$ cat src/rtl/eyescan_pkg.sv
// Shared types of the eye scan calibrator.
package eyescan_pkg;
    // Sequencer phases: idle, delay-line settle, observation, map search, result load.
    typedef enum logic [2:0] {
        ST_IDLE,
        ST_SETTLE,
        ST_SCAN,
        ST_SEARCH,
        ST_FINISH
    } sweep_st_e;
endpackage

$ cat src/rtl/eyescan_sweep.sv
// Sweep sequencer. Steps the tap select across taps 0..NTAPS-2, holding each for
// one settle cycle plus OBS_EDGES observed edges, then steps a search index over
// 0..NTAPS (the last value closes any open run) and pulses done.
// Assumes OBS_EDGES is even when double-edge mode is used and NTAPS < 2**TAP_W.
module eyescan_sweep
    import eyescan_pkg::*;
#(
    parameter int NTAPS     = 101,
    parameter int OBS_EDGES = 256,
    parameter int TAP_W     = 7
) (
    input  logic             clk,
    input  logic             rst_n,
    input  logic             start,
    input  logic             dual_edge,
    output logic             busy,
    output logic             done,
    output logic [TAP_W-1:0] tap_sel,
    output logic             clear,
    output logic             obs_en,
    output logic             obs_dual,
    output logic             tap_wr,
    output logic             srch_en,
    output logic [TAP_W-1:0] srch_idx,
    output logic             finish
);
    localparam int CNT_W = $clog2(OBS_EDGES + 2);

    sweep_st_e          st;
    logic [TAP_W-1:0]   tap;
    logic [CNT_W-1:0]   cnt;
    logic [CNT_W:0]     cnt_nxt;
    logic [CNT_W:0]     step;
    logic               dual_q;
    logic               last_obs;
    logic [TAP_W-1:0]   idx;

    // Edge budget: one or two observed edges per cycle.
    always_comb begin
        step     = dual_q ? (CNT_W+1)'(2) : (CNT_W+1)'(1);
        cnt_nxt  = {1'b0, cnt} + step;
        last_obs = (cnt_nxt >= (CNT_W+1)'(OBS_EDGES));
    end

    // Phase sequencing, tap stepping and the done pulse.
    always_ff @(posedge clk) begin
        if (!rst_n) begin
            st     <= ST_IDLE;
            tap    <= '0;
            cnt    <= '0;
            dual_q <= 1'b0;
            idx    <= '0;
            done   <= 1'b0;
        end else begin
            done <= 1'b0;
            case (st)
                ST_IDLE: if (start) begin
                    st     <= ST_SETTLE;
                    tap    <= '0;
                    dual_q <= dual_edge;
                end
                ST_SETTLE: begin
                    st  <= ST_SCAN;
                    cnt <= '0;
                end
                ST_SCAN: begin
                    if (last_obs) begin
                        cnt <= '0;
                        if (tap == TAP_W'(NTAPS - 2)) begin
                            st  <= ST_SEARCH;
                            idx <= '0;
                        end else begin
                            tap <= tap + 1'b1;
                            st  <= ST_SETTLE;
                        end
                    end else begin
                        cnt <= cnt_nxt[CNT_W-1:0];
                    end
                end
                ST_SEARCH: begin
                    idx <= idx + 1'b1;
                    if (idx == TAP_W'(NTAPS)) st <= ST_FINISH;
                end
                ST_FINISH: begin
                    done <= 1'b1;
                    st   <= ST_IDLE;
                end
                default: st <= ST_IDLE;
            endcase
        end
    end

    // Strobes towards the channel units.
    always_comb begin
        busy     = (st != ST_IDLE);
        clear    = (st == ST_IDLE) && start;
        obs_en   = (st == ST_SCAN);
        obs_dual = dual_q;
        tap_wr   = (st == ST_SCAN) && last_obs;
        srch_en  = (st == ST_SEARCH);
        srch_idx = idx;
        finish   = (st == ST_FINISH);
        tap_sel  = tap;
    end

    // done lasts exactly one cycle
    a_r12_done_pulse: assert property (@(posedge clk) disable iff (!rst_n)
        done |=> !done);
    // done arrives as busy drops
    a_r12_done_idle: assert property (@(posedge clk) disable iff (!rst_n)
        done |-> (!busy && $past(busy)));
    // tap select only advances by one during a sweep
    a_r2_tap_step: assert property (@(posedge clk) disable iff (!rst_n)
        (busy && $past(busy) && tap_sel != $past(tap_sel)) |-> (tap_sel == $past(tap_sel) + 1'b1));
    // tap select never reaches the last tap
    a_r2_tap_bound: assert property (@(posedge clk) disable iff (!rst_n)
        busy |-> (tap_sel <= TAP_W'(NTAPS - 2)));
endmodule

$ cat src/rtl/eyescan_chan.sv
// One channel: accumulates sample mismatches per tap into a transition map,
// scans the map for the longest stable run (first one wins on a tie) and loads
// the centre tap (rounded down) and the narrow-eye flag on finish.
// Assumes the sequencer drives srch_idx 0..NTAPS, one value per srch_en cycle.
module eyescan_chan #(
    parameter int NTAPS   = 101,
    parameter int TAP_W   = 7,
    parameter int MIN_RUN = 13
) (
    input  logic             clk,
    input  logic             rst_n,
    input  logic             clear,
    input  logic             obs_en,
    input  logic             obs_dual,
    input  logic             tap_wr,
    input  logic [TAP_W-1:0] tap_idx,
    input  logic             cur_r,
    input  logic             nxt_r,
    input  logic             cur_f,
    input  logic             nxt_f,
    input  logic             srch_en,
    input  logic [TAP_W-1:0] srch_idx,
    input  logic             finish,
    output logic [NTAPS-1:0] map,
    output logic [TAP_W-1:0] res_tap,
    output logic             res_fail
);
    localparam logic [TAP_W-1:0] CENTER = TAP_W'(NTAPS / 2);

    logic             seen;
    logic             acc;
    logic             stable_here;
    logic [TAP_W-1:0] run_len, run_st, best_len, best_st;

    // Mismatch between neighbouring taps on any observed edge of this cycle.
    always_comb begin
        seen        = (cur_r ^ nxt_r) | (obs_dual & (cur_f ^ nxt_f));
        stable_here = (srch_idx < TAP_W'(NTAPS)) && !map[srch_idx];
    end

    // Sticky mismatch flag for the tap being observed.
    always_ff @(posedge clk) begin
        if (!rst_n)               acc <= 1'b0;
        else if (clear || tap_wr) acc <= 1'b0;
        else if (obs_en && seen)  acc <= 1'b1;
    end

    // Transition map write at the end of each tap.
    always_ff @(posedge clk) begin
        if (!rst_n || clear) map <= '0;
        else if (tap_wr)     map[tap_idx] <= acc | seen;
    end

    // Longest stable run search, strict compare keeps the earliest run.
    always_ff @(posedge clk) begin
        if (!rst_n || clear) begin
            run_len  <= '0;
            run_st   <= '0;
            best_len <= '0;
            best_st  <= '0;
        end else if (srch_en) begin
            if (stable_here) begin
                if (run_len == '0) run_st <= srch_idx;
                run_len <= run_len + 1'b1;
            end else begin
                if (run_len > best_len) begin
                    best_len <= run_len;
                    best_st  <= run_st;
                end
                run_len <= '0;
            end
        end
    end

    // Result load: centre of the best run and the narrow-eye flag.
    always_ff @(posedge clk) begin
        if (!rst_n || clear) begin
            res_tap  <= CENTER;
            res_fail <= 1'b0;
        end else if (finish) begin
            res_tap  <= best_st + ((best_len - 1'b1) >> 1);
            res_fail <= (best_len < TAP_W'(MIN_RUN));
        end
    end

    // an accepted start empties the map and the flag
    a_r11_clear_map: assert property (@(posedge clk) disable iff (!rst_n)
        clear |=> (map == '0 && !res_fail));
    // the picked tap lies inside the span and on a stable tap
    a_r5_pick_stable: assert property (@(posedge clk) disable iff (!rst_n)
        finish |=> (res_tap < TAP_W'(NTAPS) && !map[res_tap]));
endmodule

$ cat src/rtl/eyescan_cal.sv
// Top of the eye scan calibrator: one sequencer shared by NCH channel units,
// per-channel override muxing, and the idle-only map readout.
// Assumes the external delay line presents both samples for tap_sel within the
// settle cycle following a tap change.
module eyescan_cal #(
    parameter int NCH       = 4,
    parameter int NTAPS     = 101,
    parameter int OBS_EDGES = 256,
    parameter int MIN_RUN   = 13,
    localparam int TAP_W    = $clog2(NTAPS),
    localparam int CH_W     = (NCH > 1) ? $clog2(NCH) : 1
) (
    input  logic                 clk,
    input  logic                 rst_n,
    input  logic                 start,
    input  logic                 dual_edge,
    output logic                 busy,
    output logic                 done,
    output logic [TAP_W-1:0]     tap_sel,
    input  logic [NCH-1:0]       samp_cur_r,
    input  logic [NCH-1:0]       samp_nxt_r,
    input  logic [NCH-1:0]       samp_cur_f,
    input  logic [NCH-1:0]       samp_nxt_f,
    input  logic [NCH-1:0]       ovr_en,
    input  logic [NCH*TAP_W-1:0] ovr_tap,
    output logic [NCH*TAP_W-1:0] sel_tap,
    output logic [NCH-1:0]       fail,
    input  logic [CH_W-1:0]      map_ch,
    output logic [NTAPS-1:0]     map_out
);
    logic             clear, obs_en, obs_dual, tap_wr, srch_en, finish;
    logic [TAP_W-1:0] srch_idx;
    logic [NTAPS-1:0] maps [NCH];

    eyescan_sweep #(
        .NTAPS(NTAPS), .OBS_EDGES(OBS_EDGES), .TAP_W(TAP_W)
    ) u_sweep (
        .clk(clk), .rst_n(rst_n), .start(start), .dual_edge(dual_edge),
        .busy(busy), .done(done), .tap_sel(tap_sel), .clear(clear),
        .obs_en(obs_en), .obs_dual(obs_dual), .tap_wr(tap_wr),
        .srch_en(srch_en), .srch_idx(srch_idx), .finish(finish)
    );

    for (genvar c = 0; c < NCH; c++) begin : g_ch
        logic [TAP_W-1:0] res_tap;
        logic [TAP_W-1:0] ovr_c;
        logic             ovr_ok;

        eyescan_chan #(
            .NTAPS(NTAPS), .TAP_W(TAP_W), .MIN_RUN(MIN_RUN)
        ) u_chan (
            .clk(clk), .rst_n(rst_n), .clear(clear), .obs_en(obs_en),
            .obs_dual(obs_dual), .tap_wr(tap_wr), .tap_idx(tap_sel),
            .cur_r(samp_cur_r[c]), .nxt_r(samp_nxt_r[c]),
            .cur_f(samp_cur_f[c]), .nxt_f(samp_nxt_f[c]),
            .srch_en(srch_en), .srch_idx(srch_idx), .finish(finish),
            .map(maps[c]), .res_tap(res_tap), .res_fail(fail[c])
        );

        // Override wins only when enabled and inside the tap span.
        always_comb begin
            ovr_c  = ovr_tap[c*TAP_W +: TAP_W];
            ovr_ok = ovr_en[c] && (ovr_c < TAP_W'(NTAPS));
            sel_tap[c*TAP_W +: TAP_W] = ovr_ok ? ovr_c : res_tap;
        end
    end

    // Map readout, blanked while a sweep owns the maps.
    always_comb begin
        map_out = '0;
        if (!busy && (int'(map_ch) < NCH)) map_out = maps[map_ch];
    end
endmodule

$ cat config.mk
export PLATFORM = sky130hd
export DESIGN_NAME = eyescan_cal
export DESIGN_NICKNAME = d
export VERILOG_FILES = /design/src/rtl/eyescan_pkg.sv /design/src/rtl/eyescan_sweep.sv /design/src/rtl/eyescan_chan.sv /design/src/rtl/eyescan_cal.sv
export SDC_FILE = /design/constraint.sdc
export NUM_CORES = 1
export LEC_CHECK = 0
export BUFFER_PORTS_ARGS = -buffer_cell sky130_fd_sc_hd__buf_4
export CORE_ASPECT_RATIO = 1.4
export CORE_UTILIZATION = 45
export CTS_CLUSTER_DIAMETER = 50
export DETAILED_ROUTE_END_ITERATION = 8
export GPL_TIMING_DRIVEN = 1
export PLACE_DENSITY = 0.59
export SLEW_MARGIN = 30
export SYNTH_ARGS = -nofsm -noshare
export SYNTH_HDL_FRONTEND = slang
export SYNTH_SLANG_ARGS = --single-unit
$ cat constraint.sdc
create_clock -name clk -period 4.1 [get_ports clk]
set_input_delay 0.82 -clock clk [delete_from_list [all_inputs] [get_ports clk]]
set_output_delay 0.82 -clock clk [all_outputs]
set_load 0.02 [all_outputs]
# Word-level counts from Yosys, hierarchy flattened
# Index checks and enable logic that the tools add are counted.
[word_totals]
input_bits = 54
word_cells = 194
regBits = 580
output_inout_bits = 142
[op_classes]
magnitude_cmp = 18
bitwise = 26
n_eq_ne = 11
mux = 42
n_addsub = 15
reduce_logical = 44
[ops]
columns = ["operator", "count"]
rows = [
  ["bitwise mux 101 bit", 4],
  ["2-to-1 mux 101 bit", 3],
  ["binary-select mux 101 bit (select 2 bit)", 1],
  ["2-to-1 mux 7 bit", 13],
  ["adder 7 x 1 -> 7 bit (second input constant)", 6],
  ["< comparator 7 bit (second input constant)", 5],
  ["AND reduction 3 bit", 10],
  ["adder 7 x 6 -> 7 bit", 4],
  ["binary-select mux 1 bit (select 7 bit)", 4],
  ["> comparator 7 bit", 4],
  ["zero test 7 bit", 4],
  ["< comparator 7 x 4 -> 1 bit (second input constant)", 4],
  ["case mux 7 bit (2 select lines)", 2],
  ["subtractor 7 x 1 -> 7 bit (second input constant)", 4],
  ["case mux 9 bit (2 select lines)", 1],
  ["< comparator 7 x 8 -> 1 bit (second input constant)", 2],
  ["logical AND 1 bit", 15],
  ["== test 7 bit (second input constant)", 2],
  ["case mux 3 bit (4 select lines)", 1],
  ["adder 9 x 10 -> 10 bit", 1],
  [">= comparator 10 x 9 -> 1 bit (second input constant)", 1],
  ["inequality test 2 bit (second input constant)", 5],
  ["2-to-1 mux 3 bit", 3],
  ["2-to-1 mux 9 bit", 1],
  ["other kinds (21)", 56],
]

# Logic depth before layout (Yosys ltp)
# Gate-level depths: netlist of the first run.
[logic_depth]
word_depth = 6
depth_mapped = 14
ltp_nobuf = 13

# Cells and area by module
# From an unflattened synthesis of the first run, not the netlist that was laid out.
[unflattened]
cells_unflattened = 3512
area_unflattened_um2 = 33069.2
[modules_own_cells]
columns = ["module", "cells_per_inst", "area_each_um2", "seq_area_each_um2", "instances"]
rows = [
  ["eyescan_chan at g_ch[0].u_chan ...", 758, 6985.4, 2762.6, 3],
  ["eyescan_chan at g_ch[3].u_chan", 742, 6946.7, 2762.6, 1],
  ["eyescan_cal", 299, 3604.7, 0.0, 1],
  ["eyescan_sweep", 197, 1561.5, 560.5, 1],
]

# Worst setup path before layout of the first run
# OpenSTA, ideal clock, no wires.
[synth_timing]
kind = "input to output"
from = "input port map_ch[0]"
to = "output port map_out[49]"
slack_ns = 0.855
arrival_ns = 2.425
stages = 4
required_time_ns = 3.280
n_path_buf = 2
path_cell_list = "clkbuf_1 -> buf_1 -> mux4_2 -> and2_1"
[synth_between]
elab_chain_len = 5
[synth_rtl]
columns = ["item", "line", "source"]
rows = [
  ["start, declared", "eyescan_cal.sv:28", "input logic [CH_W-1:0] map_ch,"],
  ["inverter 2 -> 3 bit (not written as such)", "eyescan_cal.sv:71", "if (!busy && (int'(map_ch) < NCH)) map_out = maps[map_ch];"],
  ["binary-select mux 101 bit (select 2 bit)", "eyescan_cal.sv:71", ""],
  ["2-to-1 mux 101 bit (not written as such) (2 in a row)", "eyescan_cal.sv:71", ""],
  ["2-to-1 mux 101 bit", "eyescan_cal.sv:71", ""],
  ["end, declared", "eyescan_cal.sv:29", "output logic [NTAPS-1:0] map_out"],
]
# Every way passes these cells. The select of a mux whose other input is x is not followed.

# Worst setup path after layout of the first run
[layout_timing]
from = "register u_sweep.idx[0], in the netlist u_sweep.srch_idx[0]"
to = "register g_ch[3].u_chan.run_st[6]"
[layout_between]
elab_chain_len = 5
elab_cells_between_ends = 6
classes_between = "order compare (1); mux (2); reduce/logical (3)"
[layout_rtl]
columns = ["item", "line", "source"]
rows = [
  ["start, declared", "eyescan_sweep.sv:36", "logic [TAP_W-1:0] idx;"],
  ["start signal, assigned", "eyescan_sweep.sv:81", "idx <= idx + 1'b1;"],
  ["binary-select mux 1 bit (select 7 bit)", "eyescan_chan.sv:38", "stable_here = (srch_idx < TAP_W'(NTAPS)) && !map[srch_idx];"],
  ["2-to-1 mux 1 bit (not written as such)", "eyescan_chan.sv:38", ""],
  ["zero test 1 bit", "eyescan_chan.sv:38", ""],
  ["logical AND 1 bit *", "eyescan_chan.sv:38", ""],
  ["AND reduction 3 bit (no line) *", "-", ""],
  ["end signal, assigned", "eyescan_chan.sv:63", "if (run_len == '0) run_st <= srch_idx;"],
  ["end, declared", "eyescan_chan.sv:33", "logic [TAP_W-1:0] run_len, run_st, best_len, best_st;"],
]
# Every way passes the cells marked *; elsewhere a longest branch is shown, timed or not. The select of a mux whose other input is x is not followed.
# A chain may end at the register's enable or synchronous reset.

==> metrics.txt, run 1 <==
Tightest Hold Check Type=reg -> reg; worst-path fanout max=39; Congestion Overflow GR=0; antenna violation net count after detailed routing=0; peak supply drop=0.000405 V; Yosys top cell area share=38.4%; Post-Route Utilization=51.9%; Crit path arrival time=4.43 ns; Hold Violations, Final=0; via count=24,900; io pins=196; Critical Path End Type=register; post-layout instance area=34,600 sq um; simple-gate portion of the synthesized area=17.8%; adder-cell share of the synthesized area=3.23%; Post-Syn Instances=3,111; 1st-iter DRT viols=1,749; gpl congestion=0.925; synth warn=0; RSZ-0062 raised after global routing=no; status=completed; Clk pin slew, worst setup/hold paths=0.07 ns; post-synthesis net count=3,240; Max clock buf depth=3; Resized Gates After CTS=0; fin cells=4,105; setup TNS=0 ns; placed cell count=3,991; clk sink count=580; total CTS buffers=61; iteration count of the initial detailed-routing pass=5; sequential share of the synthesized area=38.4%; fin crit share=94.5%; Post-synth EDFFs=0; fin nets=3,328; Chip Height=309 microns; largest net degree at the start of global routing=178; clk_skew=0.0299 ns; Detailed Route WL=95.8 mm; setup bufs post-CTS=0; worst setup margin=0.227 ns; # hold bufs at CTS=0; synth unique cells=76; Area contributors post-synth=dfxtp_1 (38%), mux4_2 (13%), a211oi_1 (10%), nor2_1 (5.8%), mux2i_1 (4.8%); startpoint types=register; largest family of logic cells by synthesized area=multiplexers; first-pass GRT wire length=148 mm; total global-route track usage=27.9%; vias per inst=6.06; htree depth=2; number of remaining DRC errors=0; Avg Cell Area, Syn=9.71 sq um; Async SR Flop Fraction=0%; Slew headroom=29.2%; crit path kind=reg -> reg; filler instances=5,977; core area=66,600 sq um; area growth from synthesis to final layout=14.4%; CP required=4.66 ns; cell taking the most area after synthesis=dfxtp_1; initial core utilization=45.4%; die width=221 microns; # rows=112; xor/xnor cell area share of the yosys netlist=1.88%; Compound-Gate Fraction of Synth Area=15.1%; final setup violation count=0; placed cell area=32,500 sq um; total power draw=12.4 mW; Port Buffer Count=195; final slew viol count=0; max_cap viols=0; pin slew with the least headroom to its limit=1.06 ns; clk_lat worst skew=0.66 ns; Lkg Pwr=11.5 nW; CTS tree=yes; Max Freq=258 MHz; Top FF cell, synth=dfxtp_1; Synth Register Bits=580; pre-CTS setup slack=0.290 ns; wire per inst=23.3 microns; mux cell area share after synthesis=19.2%; die area=68,200 sq um; Mapped Area=30,200 sq um; Hold Slack=0.456 ns; Final Critical Period=3.87 ns; fraction of layout instances using a drive strength above 1=20.1%; number of global-route vias before repair=24,900; initial antenna violation count=1; Post-DP HPWL=64.6 mm; root buffer cell=clkbuf_16; Power Density=360 nW/um^2
==> critical path, cell delays in order (launching register included) <==
cell and delay [ns]:
dfxtp_4 0.88, buf_4 0.35, mux4_1 0.73, o22ai_1 0.19, nor2_1 0.06, a2bb2oi_1 0.14, o2bb2ai_1 0.60, and3_1 0.53
mux2i_1 0.23
==> layer usage <==
metal / GRT usage [%] / vias to the layer above / share of wire [%]
met5: 0 / - / 0
met4: 15.5 / 0 / 5.5
met3: 4.28 / 252 / 5.9
met2: 48.4 / 877 / 49
met1: 33.0 / 12100 / 39
li1: - / 11700 / -
==> sequential cells by signal, indices dropped and copies added, names as in the netlist, 7 cells and up <==
| name | count |
|---|---|
| g_ch.u_chan.best_len | 28 |
| g_ch.u_chan.best_st | 28 |
| g_ch.u_chan.map | 404 |
| g_ch.u_chan.res_tap | 28 |
| g_ch.u_chan.run_len | 28 |
| g_ch.u_chan.run_st | 28 |
| u_sweep.cnt | 9 |
| u_sweep.srch_idx | 7 |
| u_sweep.tap_sel | 7 |
==> cell usage in the layout, fill, tap and decap left out, types with 62 or more instances in the layout <==
cell,n
a211oi_1,407
and2_1,109
buf_4,239
dfxtp_1,577
ha_1,70
inv_1,65
mux2i_1,145
mux4_2,177
nand2_1,234
nor2_1,469
nor3_1,85
nor3_2,62
==> synth_stat cells, types with 4 or more instances <==
library cell and instances:
a211oi_1 411, a21boi_0 4, a21o_1 9, a21oi_1 62, a221oi_1 4, a22oi_1 18
a2bb2oi_1 4, a31oi_1 13, and2_1 109, and3_1 11, buf_1 13, buf_2 14
buf_4 12, buf_6 13, clkbuf_1 179, dfxtp_1 580, fa_1 5, ha_1 70
inv_1 65, mux2_2 22, mux2i_1 145, mux4_1 4, mux4_2 177, nand2_1 235
nand2b_1 7, nand3_1 42, nand3b_1 4, nand4_1 15, nor2_1 470, nor2b_1 20
nor3_1 87, nor3_2 60, nor3b_1 5, nor4_1 10, nor4_4 4, o211ai_1 20
o21a_1 4, o21ai_0 38, o22a_1 11, o22ai_1 8, or2_2 4, or3_1 6
xnor2_1 35, xor2_1 30
==> power breakdown <==
| part | switching, mW | internal (mW) |
|---|---|---|
| Clock | 2.45 | 3.34 |
| Combinational | 0.737 | 0.262 |
| Sequential | 0.0201 | 5.64 |
| Total | 3.20 | 9.24 |
==> cell type report <==
cell class | instances | area, sq um | area share (%)
Sequential cell | 580 | 11600 | 33.6
Timing Repair Buffer | 259 | 2180 | 6.30
Multi-Input combinational cell | 2230 | 17400 | 50.2
Clock buffer | 87 | 1770 | 5.13
Clock inverter | 26 | 320 | 0.927
Antenna cell | 1 | 2.50 | 0.00724
Inverter | 67 | 251 | 0.728
Tap cell | 855 | 1070 | 3.09
==> final timing paths <==
kind	startpoint	end	slack [ns]	cells after the start
min	g_ch[3].u_chan.res_tap[3]$_SDFFE_PP0P_	g_ch[3].u_chan.res_tap[3]$_SDFFE_PP0P_	0.46	2
min reg2reg	g_ch[3].u_chan.res_tap[3]$_SDFFE_PP0P_	g_ch[3].u_chan.res_tap[3]$_SDFFE_PP0P_	0.46	2
max	u_sweep.srch_idx[0]$_SDFFE_PN0P_	g_ch[3].u_chan.run_st[6]$_SDFFE_PP0P_	0.23	8
max reg2reg	u_sweep.srch_idx[0]$_SDFFE_PN0P_	g_ch[3].u_chan.run_st[6]$_SDFFE_PP0P_	0.23	8
==> cells by family (layout without fill, tap and decap cells) <==
family	Yosys count	count (layout)
and+or+nand+nor	1107	1107
other	0	1
muxes	348	348
adders and majority gates	75	75
DFF	580	580
xor gates and xnor gates	65	65
buffers and inverters	301	439
AOI/OAI and AO/OA	635	635
No activity file was read; power rests on OpenSTA's default activity.
==> run 2: changes to the inputs <==
--- a/config.mk
+++ b/config.mk
@@ -5,7 +5,7 @@
 export SDC_FILE = /design/constraint.sdc
 export NUM_CORES = 1
 export LEC_CHECK = 0
-export BUFFER_PORTS_ARGS = -buffer_cell sky130_fd_sc_hd__buf_4
+export BUFFER_PORTS_ARGS = -buffer_cell sky130_fd_sc_hd__buf_2
 export CORE_ASPECT_RATIO = 1.4
 export CORE_UTILIZATION = 45
 export CTS_CLUSTER_DIAMETER = 50
==> run 2 against run 1 <==
Against the previous run: worst hold slack about the same; non-clock buffer count unchanged; critical path depth unchanged; register-to-register slack improved by 0.20 ns; total power decreased by 2.3%; via count increased by 0.21%; first-iteration DRC count decreased by 9.5%; final area decreased by 1.6%; core utilization decreased by 0.85 points; critical path type unchanged.
==> metrics.txt, run 2 (synthesized netlist as in run 1, its figures left out) <==
setup TNS=0 ns (unchanged); root buffer cell=clkbuf_16; setup bufs post-CTS=0 (unchanged); reg-to-reg setup timing slack=0.43 ns (+0.20 ns); Detailed Route WL=94.7 mm (-1.2%); worst-path fanout max=32 (-18%); iteration count of the initial detailed-routing pass=5 (unchanged); clk_skew=0.0256 ns (-0.00425 ns); htree depth=2 (unchanged); most frequent cells in the layout=dfxtp_1 (577), nor2_1 (469), a211oi_1 (407), nand2_1 (234), buf_2 (193); final setup violation count=0 (unchanged); peak supply drop=0.000350 V (-14%); max_cap viols=0 (unchanged); Congestion Overflow GR=0 (unchanged); Hold Path Stages=2 (unchanged); io pins=196 (unchanged); total global-route track usage=27.5% (-0.35 points); 1st-iter DRT viols=1,582 (-9.5%); Critical Path End Type=register; Post-Route Utilization=51.1% (-0.85 points); sw frac=25.4% (-0.36 points); core area=66,600 sq um (unchanged); antenna violation net count after detailed routing=0 (unchanged); sw power=3.09 mW (-3.6%); # hold bufs at CTS=0 (unchanged); clk sink count=580 (unchanged); total power draw=12.2 mW (-2.3%); fin crit share=89.5% (-4.9 points); Final Critical Period=3.67 ns (-0.203 ns); area growth from synthesis to final layout=12.5%; hold path startpoint=g_ch[2].u_chan.res_tap[3]$_SDFFE_PP0P_; Flop pwr share=46.5% (+1.0 points); CP required=4.64 ns (-0.02 ns); pin slew with the least headroom to its limit=0.976 ns (-0.0842 ns); RSZ-0062 raised after global routing=no; Slew headroom=34.7% (+5.5 points); initial core utilization=45.4% (unchanged); Max Freq=272 MHz (+5.5%); first-pass GRT wire length=147 mm (-0.90%); Worst Setup SP=u_sweep.srch_idx[0]$_SDFFE_PN0P_; Hold Violations, Final=0 (unchanged); Max clock buf depth=3 (unchanged); Slowest-stage cell, CP=dfxtp_4; # rows=112 (unchanged); Chip Height=309 microns (unchanged); RR Endpoint=g_ch[0].u_chan.run_st[3]$_SDFFE_PP0P_; die width=221 microns (unchanged); P_int=9.08 mW (-1.8%); gpl congestion=0.880 (-4.9%); clock network power share=45.3% (-1.2 points); fin nets=3,326 (-0.060%); Top reg by flops=g_ch.u_chan.map; commonest non-fill, non-tap cell in the layout=dfxtp_1; Port Buffer Count=195 (unchanged); Power Density=358 nW/um^2 (-0.63%); crit-path max cell delay=0.75 ns (-0.13 ns); Resized Gates After CTS=0 (unchanged); Worst Reg-to-Reg Cells=8 (unchanged); clk_lat worst skew=0.63 ns (-0.03 ns); crit path kind=reg -> reg; initial antenna violation count=0 (-1); die area=68,200 sq um (unchanged); via count=24,900 (+0.21%); Cell Chain, Critical Path=buf_12 > mux4_2 > a221oi_1 > o21ai_1 > o31a_1 > nor4_4 > o211ai_2 > mux2i_1; hold path endpoint=g_ch[2].u_chan.res_tap[3]$_SDFFE_PP0P_; Clk pin slew, worst setup/hold paths=0.06 ns (about the same); Post-DP HPWL=63.9 mm (-1.1%); startpoint types=register; max FFs per register=404 (unchanged); fraction of layout instances using a drive strength above 1=19.9% (-0.23 points); vias per inst=6.09 (+0.53%); largest net degree at the start of global routing=118 (-34%); CTS tree=yes; number of remaining DRC errors=0 (unchanged); status=completed; number of global-route vias before repair=24,700 (-0.80%); Critical R2R Launch=u_sweep.srch_idx[0]$_SDFFE_PN0P_; combinational share of power=8.2% (+0.2 points); Crit path arrival time=4.21 ns (-0.22 ns); final slew viol count=0 (unchanged); total CTS buffers=59 (-3.3%); Lkg Pwr=11.4 nW (-0.91%); wire per inst=23.1 microns (-0.91%); Hold Slack=0.456 ns (-0.000217 ns); Tightest Hold Check Type=reg -> reg
run 2: changes by cell type in the layout (fill, tap and decap cells not counted), sizes merged:
cell | before | now
bufinv | 5 | 6
clkbuf | 87 | 75
inv | 70 | 68
clkinv | 16 | 14
clkinvlp | 2 | 4
run 2: per-layer routing:
layer  vias up  part of all wire (%)  GRT usage (%)
li1      11700                     -              -
met1     12100                    40           33.1
met2       902                    50           48.7
met3       224                   5.6           3.41
met4         0                   4.9           13.3
met5         -                     0              0
run 2: worst max-delay path: cells and delay by family, from the launching register on:
family,cells,cell delay (ns)
AND/OR/NAND/NOR,1,0.62
multiplexers,2,0.83
buffers and inverters,1,0.35
AO/OA/AOI/OAI,4,1.00
flip-flops,1,0.75
run 2: through the flow:
stage	worst slack, ns	std cells	cell area [sq um]
3_5_place_dp	0.465	3991	32100
2_1_floorplan	0.855	3111	30200
5_1_grt	0.230	4091	34000
3_3_place_gp	0.521	3989	32000
6_report	0.430	4092	34000
4_1_cts	0.432	4091	34000
run 2: worst max-delay path by stage:
stage,endpoint,slack (ns),cells after the start
2_1_floorplan,map_out[49],0.86,4
3_3_place_gp,g_ch[0].u_chan.best_st[1]$_SDFFE_PP0P_,0.52,7
3_5_place_dp,g_ch[3].u_chan.run_st[1]$_SDFFE_PP0P_,0.47,10
4_1_cts,g_ch[3].u_chan.run_st[5]$_SDFFE_PP0P_,0.43,10
5_1_grt,g_ch[1].u_chan.map[47]$_SDFFE_PP0P_,0.23,12
6_report,g_ch[0].u_chan.run_st[3]$_SDFFE_PP0P_,0.43,8
run 2: cell type report:
class | instances | area (sq um)
tap | 855 | 1070
antenna | 1 | 2.50
clock inverter | 25 | 304
sequential | 580 | 11600
timing repair buffer | 259 | 1760
inverter | 67 | 251
multi-input combinational | 2230 | 17400
fill | 6029 | 32600
clock buffer | 75 | 1640
run 2: power by group through the flow:
stage | sequential [mW] | combinational, mW | clock [mW]
floorplan | 5.78 | 0.602 | 0
global placement | 5.78 | 0.974 | 0
detailed placement | 5.78 | 0.984 | 0
CTS | 5.66 | 0.988 | 5.59
global route | 5.66 | 1.04 | 5.82
finish | 5.66 | 0.993 | 5.51
==> run 3: changes to the inputs <==
--- a/config.mk
+++ b/config.mk
@@ -11,6 +11,7 @@
 export CTS_CLUSTER_DIAMETER = 50
 export DETAILED_ROUTE_END_ITERATION = 8
 export GPL_TIMING_DRIVEN = 1
+export HOLD_SLACK_MARGIN = 0.08
 export PLACE_DENSITY = 0.59
 export SLEW_MARGIN = 30
 export SYNTH_ARGS = -nofsm -noshare
==> constraint.sdc (replaced) <==
create_clock -name clk -period 4.1 [get_ports clk]
set_input_delay 1.025 -clock clk [delete_from_list [all_inputs] [get_ports clk]]
set_output_delay 1.025 -clock clk [all_outputs]
set_load 0.02 [all_outputs]
==> run 3 against run 2 <==
Against the previous run: register-to-register slack lost 0.096 ns; cell count grew 1.1%; clock-buffer cell count grew 6; largest cell class unchanged; largest power group is now clock; global-route usage grew 0.49 points; final area grew 1.2%.
==> metrics.txt, run 3 (synthesized netlist as in run 1, its figures left out) <==
max_cap viols=0 (unchanged); largest net degree at the start of global routing=121 (+2.5%); clk sink count=580 (unchanged); peak supply drop=0.000301 V (-14%); post-layout instance area=34,400 sq um (+1.2%); multi-input combinational cell area=17,400 sq um (about the same); CP required=4.62 ns (-0.02 ns); CTS tree=yes; status=completed; metal3 WL=5.15 mm (-3.5%); setup TNS=0 ns (unchanged); Critical Path End Type=register; core area=66,600 sq um (unchanged); Hold Violations, Final=0 (unchanged); htree depth=2 (unchanged); Post-DP HPWL=66.9 mm (+4.6%); met2 WL=48.1 mm (+2.1%); fin nets=3,363 (+1.1%); commonest non-fill, non-tap cell in the layout=dfxtp_1; Detailed Route WL=96.5 mm (+1.9%); initial core utilization=45.4% (unchanged); final setup violation count=0 (unchanged); total CTS buffers=60 (+1.7%); max FFs per register=404 (unchanged); total global-route track usage=28.0% (+0.49 points); io pins=196 (unchanged); initial antenna violation count=0 (unchanged); vias per inst=6.04 (-0.91%); root buffer cell=clkbuf_16; Chip Height=309 microns (unchanged); Worst Reg-to-Reg Cells=12 (+4); Top reg by flops=g_ch.u_chan.map; fin crit share=91.9% (+2.3 points); via count=25,000 (+0.16%); Critical R2R Launch=u_sweep.obs_dual$_SDFFE_PN0P_; Crit path arrival time=4.28 ns (+0.07 ns); Hold Slack=0.452 ns (-0.00435 ns); number of remaining DRC errors=0 (unchanged); wire per inst=23.3 microns (+0.80%); startpoint types=register; clk_skew=0.0265 ns (+0.000890 ns); gpl congestion=0.906 (+3.0%); filler instances=6,079 (+0.83%); 1st-iter DRT viols=1,539 (-2.7%); final slew viol count=0 (unchanged); end of the critical path=g_ch[3].u_chan.map[70]$_SDFFE_PP0P_; Worst Setup SP=u_sweep.obs_dual$_SDFFE_PN0P_; clk_lat worst skew=0.64 ns (about the same); Port Buffer Count=195 (unchanged); RR Endpoint=g_ch[3].u_chan.map[70]$_SDFFE_PP0P_; crit path kind=reg -> reg; reg-to-reg setup timing slack=0.33 ns (-0.10 ns); fraction of layout instances using a drive strength above 1=21.0% (+1.1 points); worst-path fanout max=49 (+53%); Congestion Overflow GR=0 (unchanged); most frequent cells in the layout=dfxtp_1 (577), nor2_1 (469), a211oi_1 (407), nand2_1 (234), buf_2 (193); die width=221 microns (unchanged); Final Critical Period=3.77 ns (+0.0963 ns); Slew headroom=39.2% (+4.5 points); Max clock buf depth=3 (unchanged); Max Freq=265 MHz (-2.6%); iteration count of the initial detailed-routing pass=7 (+2); Power Density=361 nW/um^2 (+1.0%); Tightest Hold Check Type=reg -> reg; Clk pin slew, worst setup/hold paths=0.06 ns (about the same); area growth from synthesis to final layout=13.9%; # rows=112 (unchanged); die area=68,200 sq um (unchanged); total power draw=12.4 mW (+2.3%); placed cell area=32,300 sq um (+0.86%); highest routed layer=met4; Met1 Routed Length=37.3 mm (-0.88%); Lkg Pwr=11.6 nW (+2.2%); pin slew with the least headroom to its limit=0.910 ns (-0.0657 ns); first-pass GRT wire length=149 mm (+1.4%); RSZ-0062 raised after global routing=no; antenna violation net count after detailed routing=0 (unchanged); Seq. cell area=11,600 sq um (unchanged); number of global-route vias before repair=24,800 (+0.28%)
==> run 3: cell types whose count changed in the layout (fill, tap and decap cells not counted), sizes merged <==
cell | before | now
bufinv | 6 | 8
inv | 68 | 70
clkbuf | 75 | 81
clkinv | 14 | 12
buf | 259 | 295
==> run 3: worst min path at each step <==
stage	slack (ns)	cells after the start	from	end
floorplan	0.43	2	g_ch[0].u_chan.res_tap[3]$_SDFFE_PP0P_	g_ch[0].u_chan.res_tap[3]$_SDFFE_PP0P_
global placement	0.44	2	g_ch[1].u_chan.res_tap[3]$_SDFFE_PP0P_	g_ch[1].u_chan.res_tap[3]$_SDFFE_PP0P_
detailed placement	0.45	2	g_ch[1].u_chan.res_tap[6]$_SDFFE_PP0P_	g_ch[1].u_chan.res_tap[6]$_SDFFE_PP0P_
CTS	0.46	2	g_ch[0].u_chan.res_tap[6]$_SDFFE_PP0P_	g_ch[0].u_chan.res_tap[6]$_SDFFE_PP0P_
global route	0.48	2	g_ch[1].u_chan.best_st[4]$_SDFFE_PP0P_	g_ch[1].u_chan.best_st[4]$_SDFFE_PP0P_
finish	0.45	2	g_ch[0].u_chan.res_tap[6]$_SDFFE_PP0P_	g_ch[0].u_chan.res_tap[6]$_SDFFE_PP0P_
==> run 3: final cells by class <==
type	instances	share of cell area [%]
multi-input cells	2230	50.5
flip-flops and latches	580	33.8
clock inverters	27	1.06
clock buffers	81	4.98
repair buffers	295	5.91
well taps	855	3.11
diodes	1	0.00727
inverters	67	0.731
==> run 3: worst max-delay path, cell delays in order, from the launching register on <==
cell	delay, ns
dfxtp_1	0.46
inv_1	0.18
ha_1	0.18
inv_1	0.05
fa_1	0.40
nand3b_1	0.26
nor3_1	0.26
or2_0	0.31
nand4_1	0.20
buf_12	0.25
nor3_1	0.65
nor2_1	0.13
a211oi_1	0.27
==> run 3: through the flow <==
step                      util, %  std cells  setup slack (ns)
after floorplan                 -       3111             0.445
after global placement       48.6       4027             0.584
after detailed placement     48.6       4027             0.439
after CTS                    51.7       4135             0.418
after global routing         51.7       4135            0.0599
final                        51.7       4136             0.333
==> run 3: per-layer routing <==
layer	vias to the layer above	GRT usage [%]
met5	-	0
met4	0	16.9
met2	855	49.7
met3	263	4.06
li1	11700	-
met1	12100	32.0
==> run 3: power by group <==
part	leakage, nW	total, mW	internal (mW)	switching [mW]
registers	4.67	5.66	5.64	0.0183
logic	5.93	0.974	0.246	0.728
clock network	1.02	5.81	3.43	2.38
total	11.6	12.4	9.31	3.13
==> run 3: what timing repair did <==
action / in CTS / in global routing
hold buffers: 0 / 0
resized for setup: 0 / 2
buffers inserted: 0 / 0
setup endpoints to repair: 0 / 2
